## src/rtl/pbc_pkg.sv

```systemverilog
package pbc_pkg;
    typedef enum logic [1:0] {
        ST_IDLE  = 2'd0,
        ST_ARMED = 2'd1,
        ST_COUNT = 2'd2
    } pbc_state_e;
endpackage

```

## src/rtl/pbc_fsm.sv

```systemverilog
module pbc_fsm
    import pbc_pkg::*;
(
    input  logic       clk,
    input  logic       rst_n,
    input  logic       addr_evt_i,
    input  logic       start_i,
    input  logic       cnt_stop_i,
    input  logic       clear_i,
    output pbc_state_e state_q,
    output logic       running_o,
    output logic       halt_o
);
    pbc_state_e state_d;

    always_comb begin
        state_d = state_q;
        unique case (state_q)
            ST_IDLE: begin
                if (!clear_i && addr_evt_i) state_d = ST_ARMED;
            end
            ST_ARMED: begin
                if (clear_i)                     state_d = ST_IDLE;
                else if (start_i && !cnt_stop_i) state_d = ST_COUNT;
            end
            ST_COUNT: begin
                if (clear_i)         state_d = ST_IDLE;
                else if (cnt_stop_i) state_d = ST_ARMED;
            end
            default: state_d = ST_IDLE;
        endcase
    end

    always_ff @(posedge clk or negedge rst_n) begin
        if (!rst_n) state_q <= ST_IDLE;
        else        state_q <= state_d;
    end

    always_comb begin
        running_o = (state_q == ST_COUNT);
        halt_o    = clear_i | cnt_stop_i;
    end
endmodule

```

## src/rtl/pbc_counter.sv

```systemverilog
module pbc_counter #(
    parameter int CNT_W = 12
) (
    input  logic             clk,
    input  logic             rst_n,
    input  logic             running_i,
    input  logic             halt_i,
    input  logic             strb_i,
    output logic [CNT_W-1:0] cnt_q,
    output logic [CNT_W-1:0] cnt_next_o,
    output logic             inc_o
);
    localparam logic [CNT_W-1:0] CNT_MAX = {CNT_W{1'b1}};

    always_comb begin
        inc_o      = running_i && strb_i && !halt_i && (cnt_q != CNT_MAX);
        cnt_next_o = cnt_q + {{(CNT_W-1){1'b0}}, 1'b1};
    end

    always_ff @(posedge clk or negedge rst_n) begin
        if (!rst_n)      cnt_q <= '0;
        else if (halt_i) cnt_q <= '0;
        else if (inc_o)  cnt_q <= cnt_next_o;
    end
endmodule

```

## src/rtl/pbc_match.sv

```systemverilog
module pbc_match #(
    parameter int CNT_W = 12
) (
    input  logic             clk,
    input  logic             rst_n,
    input  logic             inc_i,
    input  logic [CNT_W-1:0] cnt_next_i,
    input  logic [CNT_W-1:0] cmp_i,
    output logic             match_o
);
    logic hit;

    always_comb hit = inc_i && (cnt_next_i == cmp_i);

    always_ff @(posedge clk or negedge rst_n) begin
        if (!rst_n) match_o <= 1'b0;
        else        match_o <= hit;
    end
endmodule

```

## src/rtl/pkt_bit_counter.sv

```systemverilog
module pkt_bit_counter
    import pbc_pkg::*;
#(
    parameter int CNT_W = 12
) (
    input  logic             clk,
    input  logic             rst_n,
    input  logic             addr_evt_i,
    input  logic             cnt_start_i,
    input  logic             cnt_stop_i,
    input  logic             radio_stop_i,
    input  logic             radio_end_i,
    input  logic             radio_disable_i,
    input  logic             bit_strb_i,
    input  logic [CNT_W-1:0] cmp_val_i,
    output logic             match_o
);
    pbc_state_e       state_q;
    logic             running;
    logic             halt;
    logic             clear;
    logic             inc;
    logic [CNT_W-1:0] cnt_q;
    logic [CNT_W-1:0] cnt_next;

    always_comb clear = radio_stop_i | radio_end_i | radio_disable_i;

    pbc_fsm u_fsm (
        .clk        (clk),
        .rst_n      (rst_n),
        .addr_evt_i (addr_evt_i),
        .start_i    (cnt_start_i),
        .cnt_stop_i (cnt_stop_i),
        .clear_i    (clear),
        .state_q    (state_q),
        .running_o  (running),
        .halt_o     (halt)
    );

    pbc_counter #(.CNT_W(CNT_W)) u_cnt (
        .clk        (clk),
        .rst_n      (rst_n),
        .running_i  (running),
        .halt_i     (halt),
        .strb_i     (bit_strb_i),
        .cnt_q      (cnt_q),
        .cnt_next_o (cnt_next),
        .inc_o      (inc)
    );

    pbc_match #(.CNT_W(CNT_W)) u_match (
        .clk        (clk),
        .rst_n      (rst_n),
        .inc_i      (inc),
        .cnt_next_i (cnt_next),
        .cmp_i      (cmp_val_i),
        .match_o    (match_o)
    );
endmodule

```

## config.mk

```make
export PLATFORM = sky130hd
export DESIGN_NAME = pkt_bit_counter
export DESIGN_NICKNAME = d
export VERILOG_FILES = /design/src/rtl/pbc_pkg.sv /design/src/rtl/pbc_fsm.sv /design/src/rtl/pbc_counter.sv /design/src/rtl/pbc_match.sv /design/src/rtl/pkt_bit_counter.sv
export SDC_FILE = /design/constraint.sdc
export NUM_CORES = 1
export LEC_CHECK = 0
export BUFFER_PORTS_ARGS = -buffer_cell sky130_fd_sc_hd__buf_2
export CAP_MARGIN = 10
export CORE_UTILIZATION = 45
export CTS_CLUSTER_SIZE = 40
export DETAILED_ROUTE_END_ITERATION = 8
export GPL_TIMING_DRIVEN = 0
export PLACE_DENSITY = 0.7
export REMOVE_ABC_BUFFERS = 1
export SLEW_MARGIN = 20
export SYNTH_ARGS = -nofsm -noshare
export SYNTH_HDL_FRONTEND = slang
export SYNTH_SLANG_ARGS = --single-unit
```

## constraint.sdc

```tcl
create_clock -name clk -period 2.8 [get_ports clk]
set_clock_uncertainty 0.05 [all_clocks]
set_input_delay 0 -clock clk [delete_from_list [all_inputs] [get_ports clk]]
set_output_delay 0 -clock clk [all_outputs]
set_load 0.005 [all_outputs]
```

* Word level (Yosys, flattened, before mapping)
Cells that the tools add are included.
Word-level totals: RAM bits 0, register bits 15, memories 0, bits in read-only memories 0, bits in latches 0, logic and storage cells 34, input bits 21
Cells by class: shift operators 0, add/sub/neg operators 1, multiply operators 0, div/mod/pow operators 0, eq/ne operators 7, muxes and demuxes 8, bitwise operators 3, magnitude comparators 0, reductions and logical operators 12
Operators with widths (count):
- $mux W12 | 2
- $add A12 B1 Y12 const B | 1
- $eq A12 B12 Y1 | 1
- $ne A12 B12 Y1 const B | 1
- $mux W2 | 5
- $logic_and A1 B1 Y1 | 6
- $pmux W2 S3 | 1
- $logic_not A1 Y1 | 3
- $ne A3 B1 Y1 const B | 1
- $ne A3 B3 Y1 const B | 1
- $or A1 B1 Y1 | 3
- $reduce_and A3 Y1 | 1
- $eq A2 B1 Y1 const B | 1
- $eq A2 B2 Y1 const B | 1
- $logic_not A2 Y1 | 1
- $ne A2 B1 Y1 const B | 1
- $reduce_bool A2 Y1 | 1

* Logic depth before layout (Yosys ltp)
depth in word-level cells 8, depth in mapped cells 7

* Cells and area by module
From an unflattened synthesis, not the netlist that was laid out.
Second synthesis, totals: cell total of the unflattened synthesis 111, area total of the unflattened synthesis 1048.5 um^2
Modules (own cells, without submodules):
- pbc_counter | sequential area each 300.3 um^2, area an instance 770.7 um^2, cells an instance 81, times used 1
- pbc_match | sequential area each 25.0 um^2, area an instance 163.9 um^2, cells an instance 18, times used 1
- pbc_fsm | sequential area each 50.0 um^2, area an instance 107.6 um^2, cells an instance 11, times used 1
- pkt_bit_counter | sequential area each 0.0 um^2, area an instance 6.3 um^2, cells an instance 1, times used 1

* Least setup slack after synthesis
No wires, ideal clock.
kind reg-to-reg, start point register u_cnt.cnt_q[0], end point register u_cnt.cnt_q[0], slack 0.916 ns, stages on the path, launching flop included 8, data arrival time 1.702 ns, cells stage by stage dfrtp_1 ha_1 nand3_1 nor4_1 buf_2 nor2_1 xnor2_1 nor2_1
Between the ends: word-level cells in the longest chain between the ends 3, elaborated cells on any way between the ends 6
Ends and longest elaborated chain:
- start, declared | RTL line pbc_counter.sv:9 | output logic [CNT_W-1:0] cnt_q,
- start signal, assigned | RTL line pbc_counter.sv:23 | else if (inc_o) cnt_q <= cnt_next_o;
- $add A12 B1 Y12 or $ne A12 B12 Y1 (tied branches) | RTL line pbc_counter.sv:17, pbc_counter.sv:16
- $mux W12 or $logic_and A1 B1 Y1 (tied branches) | RTL line pbc_counter.sv:23, pbc_counter.sv:16
- $mux W12 or $reduce_bool A2 Y1 (tied branches)
Parallel ways exist; a longest one is shown, timed or not. The select of a mux whose other input is x is not followed. A chain may end at the register's enable or synchronous reset.

* Worst setup path in the final report
Ends and elaborated chain as after synthesis.

==> results.yml <==
timing:
  period_share_pct: 84.9
  slew_violations: 0
  worstMarginPinSlew_ps: 848
  finalHoldViolations: 0
  fin_ws_ps: 423
  period_minus_slack_ps: 2380
  relSlewSlack_pct: 43.5
  fmax_ghz: 0.421
  rsz0062_at_grt: "no"
  setup_viol: 0
  tns_ps: 0
route:
  drc_errors: 0
  routedWlPerCell_um: 12.8
  num_vias: 937
  drtIter0Drc: 26
  wl_um: 2230
  vias_per_cell: 5.39
  dr.pass1.iters: 4
  ant_nets: 0
setup_path:
  worstSetupPathType: "reg2reg"
  critPathMaxStageDelay_ps: 640
  crit_fanout: 7
  r2r_slack_ps: 420
  setup.worst_path.start: "u_cnt.cnt_q[0]"
  critPathRequiredTime_ps: 2890
  crit_top_cell: "nor2_1"
  cp-start-kind: "register"
  r2r_cells: 7
  worstPathArrival_ps: 2470
  crit_path_end_kind: "register"
  cp_slowest_cell: "nor4_2"
  reg2reg_from: "u_cnt.cnt_q[0]"
  reg2reg_to: "u_cnt.cnt_q[0]"
  worstPathCellList: "ha_1 -> nand3_1 -> nor4_2 -> buf_4 -> nor2_1 -> xnor2_1 -> nor2_1"
  crit_end: "u_cnt.cnt_q[0]"
logic_synthesis:
  ys_seq_elements: 15
  synth_ff_type: "dfrtp_1"
  yosysSeqAreaShare_pct: 35.0
  synth_cell_types: 34
  netlist_instances: 122
  synth_area_per_cell_um2: 8.80
  synth_top_cells_by_area: "dfrtp_1, xnor2_1, xor2_1"
  syn_area_um2: 1070
  yosysWarningCount: 0
  yosys.area.top_type_share_pct: 35.0
  synth_edf_count: 0
  async_reset_ff_share_pct: 100
  yosys.area.top_type: "dfrtp_1"
grt:
  grt_pass1_wl_um: 4000
  globalRouteTotalUtil_pct: 20.6
  grt_pass1_vias: 915
  antenna_found_initial: 0
  grt_start_max_net_pins: 16
  overflow: 0
power_and_ir_drop:
  peakVddDrop_mv: 0.227
  p_per_area_nw_per_um2: 305
  p_leak_nw: 0.466
floorplan:
  start_util_pct: 48.1
  die_w_um: 50.8
  pin_count: 22
  coreArea_um2: 2230
  rows: 17
  die_h_um: 50.8
  fp.dieArea_um2: 2580
finish:
  multi_input_area_um2: 673
  fin_nets: 169
  final_layout_size_suffix_gt1_share_pct: 21.9
  design_area_um2: 1270
  area_growth_syn_to_layout_pct: 18.1
  antenna_cells: 0
  fill_cells: 230
  area.sequential_um2: 375
cts:
  cts_buffers: 3
  post_cts_resized: 0
  clkLatencyLatePin_ps: 280
  root_buffer: "clkbuf_4"
  path_clk_slew_ps: 100
  clock_sinks: 15
  post_cts_buffers: 0
  htree_levels: 1
  cts_tree: "done"
  clk_path_buf_depth: 2
placed_design:
  gp_congestion: 0.786
  dp.final_hpwl_um: 1640
  port_buffers: 21
  pre_cts_ws_ps: 476
  placed_area_um2: 1200
job:
  cap_violations: 0
worst_hold_path:
  hold_path.class: "in2reg"
run_status:
  status: "completed"
[cell type report]
class                           count  area share (%)
Tap cell                           28            2.76
Timing Repair Buffer               26            12.0
Sequential cell                    15            29.6
Inverter                            1           0.296
Clock inverter                      1           0.395
Multi-Input combinational cell    100            53.1
Clock buffer                        3            1.78
[cell families (layout without fill, tap and decap cells)]
kind of cell	count (synthesis)	count (layout)	share of synthesized area [%]
flops	15	15	35.0
compound gates	13	13	7.81
fa+ha+maj	1	1	1.17
simple gates	56	56	28.4
mux	1	1	1.05
buf+inv	7	31	2.91
xor+xnor	29	29	23.7
[sequential cells by signal, summed over array words and instances (netlist names)]
register / cells
u_match.match_o: 1
u_cnt.cnt_q: 12
u_fsm.state_q: 2
[per-stage QoR]
step | util (%) | hold slack (ps) | cells | power [mW]
global route | 56.8 | 45.8 | 174 | 0.405
global placement | 53.1 | -122 | 165 | 0.262
CTS | 56.8 | 22.4 | 174 | 0.392
detailed placement | 53.7 | -120 | 166 | 0.263
floorplan | - | -346 | 116 | 0.240
finish | 56.8 | 28.4 | 174 | 0.387
[worst min-delay path by stage]
stage | start | end | slack (ps) | depth (start not counted)
floorplan | rst_n | u_cnt.cnt_q[0] | -350 | 0
global placement | rst_n | u_cnt.cnt_q[7] | -120 | 1
detailed placement | rst_n | u_fsm.state_q[0] | -120 | 1
CTS | cnt_start_i | u_fsm.state_q[1] | 20 | 4
global route | cnt_start_i | u_fsm.state_q[1] | 50 | 4
finish | cnt_start_i | u_fsm.state_q[1] | 30 | 4
[what timing repair did]
item                                    CTS  global route
endpoints found under the setup margin    0             0
hold endpoints to repair                 16             0
hold buffers                              4             0
[synthesized netlist by cell type (all sizes together), types with 3 or more instances]
library cell	number
xnor2	22
dfrtp	15
nor2	14
nand2	7
nor3	7
xor2	7
nor4	6
nand3	5
a21oi	3
buf	3
clkbuf	3
nand4	3
o21ai	3
or2	3
[critical path, delay by kind of cell (launching register included)]
family,cells,cell delay [ps]
DFF,1,450
adders and majority gates,1,250
and+or+nand+nor,4,1030
xor gates and xnor gates,1,190
buffers and inverters,1,260
[power by group]
part	internal [mW]	total [mW]	switching, mW
sequential	0.217	0.217	0.000472
combinational	0.0237	0.0446	0.0210
clock	0.0529	0.125	0.0717
[cells in the final DEF (no fill, tap or decap), drive strengths merged, types with 2 or more instances in the layout]
cell	instances
o21ai	3
buf	22
xor2	7
xnor2	22
nor2	14
or2	3
a211oi	2
a21oi	3
nor3	7
nand4	3
and3	2
nand3	5
nor4	6
clkbuf	3
dfrtp	15
dlygate4sd3	4
nor3b	2
nand2	7
or3	2
[per-layer routing]
layer,vias to the layer above,routed length (um),global-route usage [%]
li1,471,-,-
met1,441,1040,28.9
met2,23,1090,31.8
met3,2,94,2.98
met4,0,8,7.87
met5,-,0,0
Note: power is estimated with default switching activity, not from simulation.
